[config.mk]
export PLATFORM = sky130hd
export DESIGN_NAME = pdm_capture
export DESIGN_NICKNAME = d
export VERILOG_FILES = /design/src/rtl/pdm_cap_pkg.sv /design/src/rtl/pdm_halfper_gen.sv /design/src/rtl/pdm_line_sync.sv /design/src/rtl/pdm_chan_slot.sv /design/src/rtl/pdm_capture.sv
export SDC_FILE = /design/constraint.sdc
export NUM_CORES = 1
export LEC_CHECK = 0
export CAP_MARGIN = 30
export CORE_AREA = 2 2 82 84
export CTS_BUF_LIST = sky130_fd_sc_hd__clkbuf_16
export CTS_CLUSTER_DIAMETER = 50
export DETAILED_ROUTE_END_ITERATION = 7
export DIE_AREA = 0 0 84 86
export MAX_ROUTING_LAYER = met4
export PLACE_DENSITY = 0.85
export SKIP_CTS_REPAIR_TIMING = 1
export SYNTH_ARGS = -nofsm -noshare
export SYNTH_HDL_FRONTEND = slang
export SYNTH_HIERARCHICAL = 1
export SYNTH_SLANG_ARGS = --single-unit
[constraint.sdc]
create_clock -name clk -period 2.3 [get_ports clk]
set_input_delay 0.46 -clock clk [delete_from_list [all_inputs] [get_ports clk]]
set_output_delay 0.46 -clock clk [all_outputs]
set_load 0.005 [all_outputs]
[src/rtl/pdm_cap_pkg.sv]
package pdm_cap_pkg;
   localparam int PTR_W         = 8;
   localparam int WORD_W        = 32;
   localparam int PTRS_PER_WORD = WORD_W / PTR_W;
   localparam int MAX_CHANS     = 2 * PTRS_PER_WORD;

   typedef logic [PTR_W-1:0] ptr_t;

   // last count value of a half period; a zero length behaves as one
   function automatic ptr_t last_count(input ptr_t half_len);
      return (half_len == '0) ? '0 : half_len - 1'b1;
   endfunction
endpackage

[src/rtl/pdm_halfper_gen.sv]
module pdm_halfper_gen
   import pdm_cap_pkg::*;
(
   input  logic clk,
   input  logic rst_n,
   input  logic run,
   input  ptr_t half_len,
   output ptr_t cnt,
   output logic phase
);
   ptr_t cnt_q;
   logic phase_q;
   ptr_t last;

   assign last = last_count(half_len);

   always_ff @(posedge clk) begin
      if (!rst_n || !run) begin
         cnt_q   <= '0;
         phase_q <= 1'b0;
      end else if (cnt_q >= last) begin
         cnt_q   <= '0;
         phase_q <= ~phase_q;
      end else begin
         cnt_q   <= cnt_q + 1'b1;
      end
   end

   assign cnt   = cnt_q;
   assign phase = phase_q;
endmodule

[src/rtl/pdm_line_sync.sv]
module pdm_line_sync #(
   parameter int LINES  = 4,
   parameter int STAGES = 2
) (
   input  logic             clk,
   input  logic             rst_n,
   input  logic [LINES-1:0] din,
   output logic [LINES-1:0] dout
);
   if (STAGES < 2) begin : g_bad_stages
      $error("pdm_line_sync: STAGES must be at least 2");
   end

   logic [LINES-1:0] stg_q [STAGES];

   for (genvar s = 0; s < STAGES; s++) begin : g_stage
      always_ff @(posedge clk) begin
         if (!rst_n)
            stg_q[s] <= '0;
         else if (s == 0)
            stg_q[s] <= din;
         else
            stg_q[s] <= stg_q[(s == 0) ? 0 : s-1];
      end
   end

   assign dout = stg_q[STAGES-1];
endmodule

[src/rtl/pdm_chan_slot.sv]
module pdm_chan_slot
   import pdm_cap_pkg::*;
#(
   parameter bit HIGH_HALF = 1'b1
) (
   input  logic clk,
   input  logic rst_n,
   input  logic allow,
   input  logic chan_rstn,
   input  ptr_t ptr,
   input  ptr_t cnt,
   input  logic phase,
   input  logic line_bit,
   output logic bit_o,
   output logic valid_o
);
   logic hit;
   logic bit_q, valid_q;

   assign hit = allow && (cnt == ptr) && (phase == HIGH_HALF);

   always_ff @(posedge clk) begin
      if (!rst_n || !chan_rstn) begin
         bit_q   <= 1'b0;
         valid_q <= 1'b0;
      end else begin
         valid_q <= hit;
         if (hit)
            bit_q <= line_bit;
      end
   end

   assign bit_o   = bit_q;
   assign valid_o = valid_q;
endmodule

[src/rtl/pdm_capture.sv]
module pdm_capture
   import pdm_cap_pkg::*;
#(
   parameter int CHANS       = 8,
   parameter int SYNC_STAGES = 2
) (
   input  logic             clk,
   input  logic             rst_n,
   input  logic             cfg_run,
   input  logic [CHANS-1:0] cfg_chan_en,
   input  logic [CHANS-1:0] cfg_chan_rstn,
   input  logic [WORD_W-1:0] cfg_ptr_lo,
   input  logic [WORD_W-1:0] cfg_ptr_hi,
   input  logic [PTR_W-1:0] cfg_half_len,
   output logic             pdm_clk_o,
   input  logic [(CHANS+1)/2-1:0] pdm_data_i,
   output logic [CHANS-1:0] smp_bit_o,
   output logic [CHANS-1:0] smp_valid_o
);
   localparam int LINES = (CHANS + 1) / 2;

   if (CHANS < 1 || CHANS > MAX_CHANS) begin : g_bad_chans
      $error("pdm_capture: CHANS must be 1..%0d", MAX_CHANS);
   end

   ptr_t             half_cnt;
   logic             phase;
   logic [LINES-1:0] line_sync;

   pdm_halfper_gen u_gen (
      .clk      (clk),
      .rst_n    (rst_n),
      .run      (cfg_run),
      .half_len (cfg_half_len),
      .cnt      (half_cnt),
      .phase    (phase)
   );

   pdm_line_sync #(.LINES(LINES), .STAGES(SYNC_STAGES)) u_sync (
      .clk   (clk),
      .rst_n (rst_n),
      .din   (pdm_data_i),
      .dout  (line_sync)
   );

   for (genvar c = 0; c < CHANS; c++) begin : g_chan
      ptr_t ptr;
      // pointer packing, four per word
      if (c < PTRS_PER_WORD) begin : g_lo
         assign ptr = cfg_ptr_lo[(c % PTRS_PER_WORD)*PTR_W +: PTR_W];
      end else begin : g_hi
         assign ptr = cfg_ptr_hi[(c % PTRS_PER_WORD)*PTR_W +: PTR_W];
      end

      pdm_chan_slot #(.HIGH_HALF((c % 2) == 0)) u_slot (
         .clk       (clk),
         .rst_n     (rst_n),
         .allow     (cfg_run & cfg_chan_en[c] & cfg_chan_rstn[c]),
         .chan_rstn (cfg_chan_rstn[c]),
         .ptr       (ptr),
         .cnt       (half_cnt),
         .phase     (phase),
         .line_bit  (line_sync[c/2]),
         .bit_o     (smp_bit_o[c]),
         .valid_o   (smp_valid_o[c])
      );
   end

   assign pdm_clk_o = phase;
endmodule

[Word level (Yosys, flattened, before mapping)]
Memory sizes are Yosys's and may differ from the RTL's.
Index checks and enable logic that the tools add are counted.
Cells by class
  add/sub/neg operators: 2
  equal/unequal tests: 8
  reductions and logical operators: 37
  order comparisons: 1
  muxes and demuxes: 5
  bitwise gates (word level): 19
Operators with widths (count)
  $eq 8x8->1: 8
  $and 1x1->1: 16
  $logic_and 1x1->1: 16
  $logic_not 1->1: 10
  $logic_or 1x1->1: 9
  $add 8x1->8 const B: 1
  $ge 8x8->1: 1
  $logic_not 8->1: 1
  $mux 4: 2
  $mux 8: 1
  $sub 8x1->8 const B: 1
  $mux 1: 2
  $or 1x1->1: 2
  $reduce_or 2->1: 1
  $not 1->1: 1
Word-level totals
  logic and storage cells: 91
  bits in writable memories: 8
  output and inout port bits: 17
  memories: 1
  input port bits: 95
  register bits after elaboration: 25
Memory list
  u_sync.stg_q: words 2, bits a word 4, read ports 2, clocked after Yosys merged registers in 0, wr ports 2, line pdm_line_sync.sv:14  | logic [LINES-1:0] stg_q [STAGES];

[Depth between registers and ports, before layout]
  word-level depth: 4
  mapped depth: 11
  mapped depth without buffers: 11

[Cells and area by module]
Netlist, hierarchy kept.
Modules (own cells, without submodules)
  pdm_halfper_gen: cells an instance 80, times used 1, area an instance 700.7 um2
  pdm_chan_slot at g_chan[0].u_slot ...: cells an instance 19, times used 4, area an instance 166.4 um2
  pdm_chan_slot at g_chan[1].u_slot ...: cells an instance 18, times used 4, area an instance 166.4 um2
  pdm_line_sync: cells an instance 16, times used 1, area an instance 210.2 um2
  pdm_capture: cells an instance 8, times used 1, area an instance 50.0 um2

[Least setup slack after synthesis]
OpenSTA, ideal clock, no wires.
  kind: input port to flip-flop
  start point: in cfg_half_len[0]
  end point: reg u_gen.cnt_q[2] (netlist: u_gen/cnt[2])
  slack: -0.144 ns
  cell stages on the path: 11
  data arrival time: 2.379 ns
  library setup time: 0.065 ns
  path buffers: 0
  cells stage by stage: inv_1 > ha_1 > nor2b_4 > nand3b_1 > or3_4 > o21ai_0 > ha_1 > a211o_1 > a31oi_2 > o2111ai_4 > nor2_1
On the way
  cells in the longest elaborated chain, start to end: 4
  elaborated cells on any way between the ends: 5
  classes of those cells: add/sub: 1; order compare: 1; mux: 1; reduce/logical: 2
RTL lines
  from (decl): line pdm_capture.sv:14  | input logic [PTR_W-1:0] cfg_half_len,
  $sub 8x1->8 / $logic_not 8->1 (equally long branches): line pdm_cap_pkg.sv:11  | return (half_len == '0) ? '0 : half_len - 1'b1;
  $mux 8 *: line pdm_cap_pkg.sv:11
  $ge 8x8->1 *: line pdm_halfper_gen.sv:21  | end else if (cnt_q >= last) begin
  $reduce_or 2->1 (no source line) *
  to (signal assigned): line pdm_halfper_gen.sv:25  | cnt_q <= cnt_q + 1'b1;
  to (decl): line pdm_halfper_gen.sv:11  | ptr_t cnt_q;
Every way passes the cells marked *; elsewhere a longest branch is shown, timed or not.
A chain may end at the register's enable or synchronous reset.

[Worst setup path after layout]
  start point: in cfg_half_len[0]
  end point: reg u_gen.cnt_q[1] (netlist: u_gen/cnt[1])
Same word-level chain as after synthesis.

==> summary.txt <==
Worst setup path
  – Crit. path cell count: 14
  – Worst EP arrival: 2.59 ns
  – Startpoint types: primary input
  – Reg2Reg Setup Slack: 0.51 ns
  – CP bufs+invs: 4
  – Worst path top cell family by delay: simple AND/OR/NAND/NOR gates
  – Worst reg2reg startpoint: u_gen/cnt[1]
  – Critical path's largest stage delay: 0.35 ns
  – Most used cell, CP: buf_4
  – Cell Chain, Critical Path: buf_8, inv_12, ha_4, nor2b_4, nand3b_1, buf_4, buf_4, nor3b_1, a21oi_1, ha_1, nand2_1, or3_4, o2111ai_4, nor2_1
  – Worst EP required: 2.45 ns
  – CP max-delay cell: or3_4
  – CP endpoint: u_gen/cnt[1]
  – Critical Path Start: cfg_half_len[0]
  – Kind of critical path: primary input to register
  – Worst r2r dst: u_gen/cnt[1]
  – CP Max Fanout: 8
  – Kind of end point of the critical path: register
  – Worst r2r path cells: 4

Clock network
  – Register clock-pin slew on the reported worst setup and hold paths: 0.06 ns
  – Sink Count: 33
  – Clk root buf: clkbuf_16
  – TritonCTS Buffers: 5
  – TritonCTS clock tree: done
  – Clk buf depth: 2
  – CTS H-tree lvls: 2
  – Skew-Pair Late Insertion Delay: 0.27 ns

Route
  – DRT iter0 DRCs: 95
  – Final WL: 7.07 mm
  – Routed vias: 2275
  – DRC: 0
  – Wire per inst: 15.0 µm
  – Initial DRT Pass Iterations: 5
  – DR vias/cell: 4.83
  – ANT nets after route: 0

Finish
  – Commonest non-fill, non-tap cell in the layout: clkdlybuf4s50_1
  – Area grow syn2layout: 70.0%
  – Antenna diodes: 0
  – Most frequent cells in the layout: clkdlybuf4s50_1, xor2_1, dfxtp_1, xnor2_1, nand3_1
  – Fin util: 62.1%
  – Layout cell share with drive strength beyond 1: 13.2%
  – Final nets: 498

Floorplan
  – I/O pin count: 112
  – Die ar.: 7220 µm²
  – Initial core utilization: 36.5%
  – Width of the die: 84 µm
  – Rows: 29
  – Die H: 86 µm
  – Core area: 6280 µm²

Power
  – Power per cell area: 402 nW/µm²
  – Leak: 1.61 nW
  – Worst VDD drop: 0.296 mV

Yosys
  – Synth cell types: 27
  – #FFs+latches synth: 33
  – Area of the mapped netlist: 2290 µm²
  – Post-synthesis cell count: 252
  – Seq/Total Area, Yosys: 28.8%
  – Leading area contributor after synthesis: dfxtp_1
  – Synth area leaders: dfxtp_1, xor2_1, xnor2_1, nand3_1, ha_1
  – Synthesized area per cell: 9.10 µm²
  – Yosys Warn Count: 6
  – Top-area cell type share of the netlist area: 28.8%
  – Syn nets: 357

GRT
  – Largest net degree at the start of global routing: 20
  – Vias in the first global route: 2323
  – GRT overflow: 0
  – Initial antenna violation count: 0
  – Total Routing Usage GR: 20.4%
  – Global-route wire length before repair: 11.2 mm

Timing
  – Setup TNS: -1.07 ns
  – Max Fclk: 410 MHz
  – Fin crit share: 106%
  – Hold WS: 0.429 ns
  – Final Max Tran Viols: 0
  – Tmin final: 2.44 ns
  – Unrepaired setup endpoints after global routing: yes
  – Final hold vios: 0
  – PnR worst setup slack: -0.140 ns
  – Slew HR: 54.6%
  – Clock skew: 0.00607 ns
  – Endpoints failing setup: 9
  – Slew of the pin with the lowest slew margin: 0.680 ns

Placement
  – Post-place setup slack: -0.853 ns
  – Port bufs: 111
  – Placer congestion estimate: 0.884
  – Hpwl dp: 5.47 mm

Status
  – Outcome: finished with violations
  – Failing checks: setup timing

Worst hold path
  – Tightest Hold Check Type: register to register

Run
  – Max-cap violations: 0
sequential cells by signal, summed over array words and instances, names as in the netlist:
| register | count |
|---|---|
| g_chan.u_slot/bit_o | 8 |
| u_gen/phase | 1 |
| u_gen/cnt | 8 |
| u_sync/stg_q | 8 |
| g_chan.u_slot/valid_o | 8 |
layer usage:
metal  vias to the layer above  global-route usage [%]  wire length, µm
li1                       1150                       -                -
met1                      1030                    23.1             3050
met2                        89                    37.7             3590
met3                         6                    3.37              350
met4                         0                    4.55               80
met5                         -                       -                0
final cells by class:
type	count	area (µm²)
clock inverters	3	12.5
inverters	4	30.0
well taps	77	96.3
flip-flops and latches	33	661
repair buffers	134	1320
multi-input cells	215	1660
clock buffers	5	125
fillers	536	2380
power breakdown:
group / internal [W] / switching (W) / total (W)
sequential: 0.000581 / 0.00000663 / 0.000587
clock: 0.000391 / 0.000227 / 0.000618
combinational: 0.000235 / 0.000127 / 0.000361
total: 0.00121 / 0.000360 / 0.00157
through the flow:
step / power [W] / std cells / cell area [µm²]
after floorplan: 0.000720 / 252 / 2330
after global placement: 0.000943 / 458 / 3680
after detailed placement: 0.000950 / 458 / 3680
after CTS: 0.00157 / 466 / 3820
after global routing: 0.00164 / 471 / 3900
final: 0.00157 / 471 / 3900
cells in the mapped netlist (all sizes together):
library cell / n
xor2: 42
inv: 4
o21a: 1
o2111ai: 1
a31oi: 1
xnor2: 31
a21oi: 3
a211o: 1
nand2: 10
nand4: 4
nor2: 15
nand3: 29
nor2b: 7
mux2i: 10
or3: 2
and3: 18
nor3b: 1
nand2b: 2
and2: 9
ha: 10
nand3b: 2
nor4: 8
nor3: 6
dfxtp: 33
o21ai: 2
how the worst min path moves through the flow:
stage	from	slack, ns	to	depth (start not counted)
global route	u_sync/stg_q[0][2]	0.44	u_sync/stg_q[1][2]	1
CTS	u_sync/stg_q[0][2]	0.43	u_sync/stg_q[1][2]	1
floorplan	u_sync/stg_q[0][2]	0.41	u_sync/stg_q[1][2]	1
finish	u_sync/stg_q[0][2]	0.43	u_sync/stg_q[1][2]	1
detailed placement	u_sync/stg_q[0][2]	0.42	u_sync/stg_q[1][2]	1
global placement	u_sync/stg_q[0][2]	0.41	u_sync/stg_q[1][2]	1
logic make-up (layout without fill, tap and decap cells):
logic type / count (synthesis) / in the layout / share of synthesized area [%]
buffers and inverters: 4 / 146 / 0.655
adders and majority gates: 10 / 10 / 5.46
muxes: 10 / 10 / 4.37
and+or+nand+nor: 113 / 113 / 29.3
xor gates and xnor gates: 73 / 73 / 27.9
DFF: 33 / 33 / 28.8
AOI/OAI and AO/OA: 9 / 9 / 3.49
No activity file was read; power rests on OpenSTA's default activity.
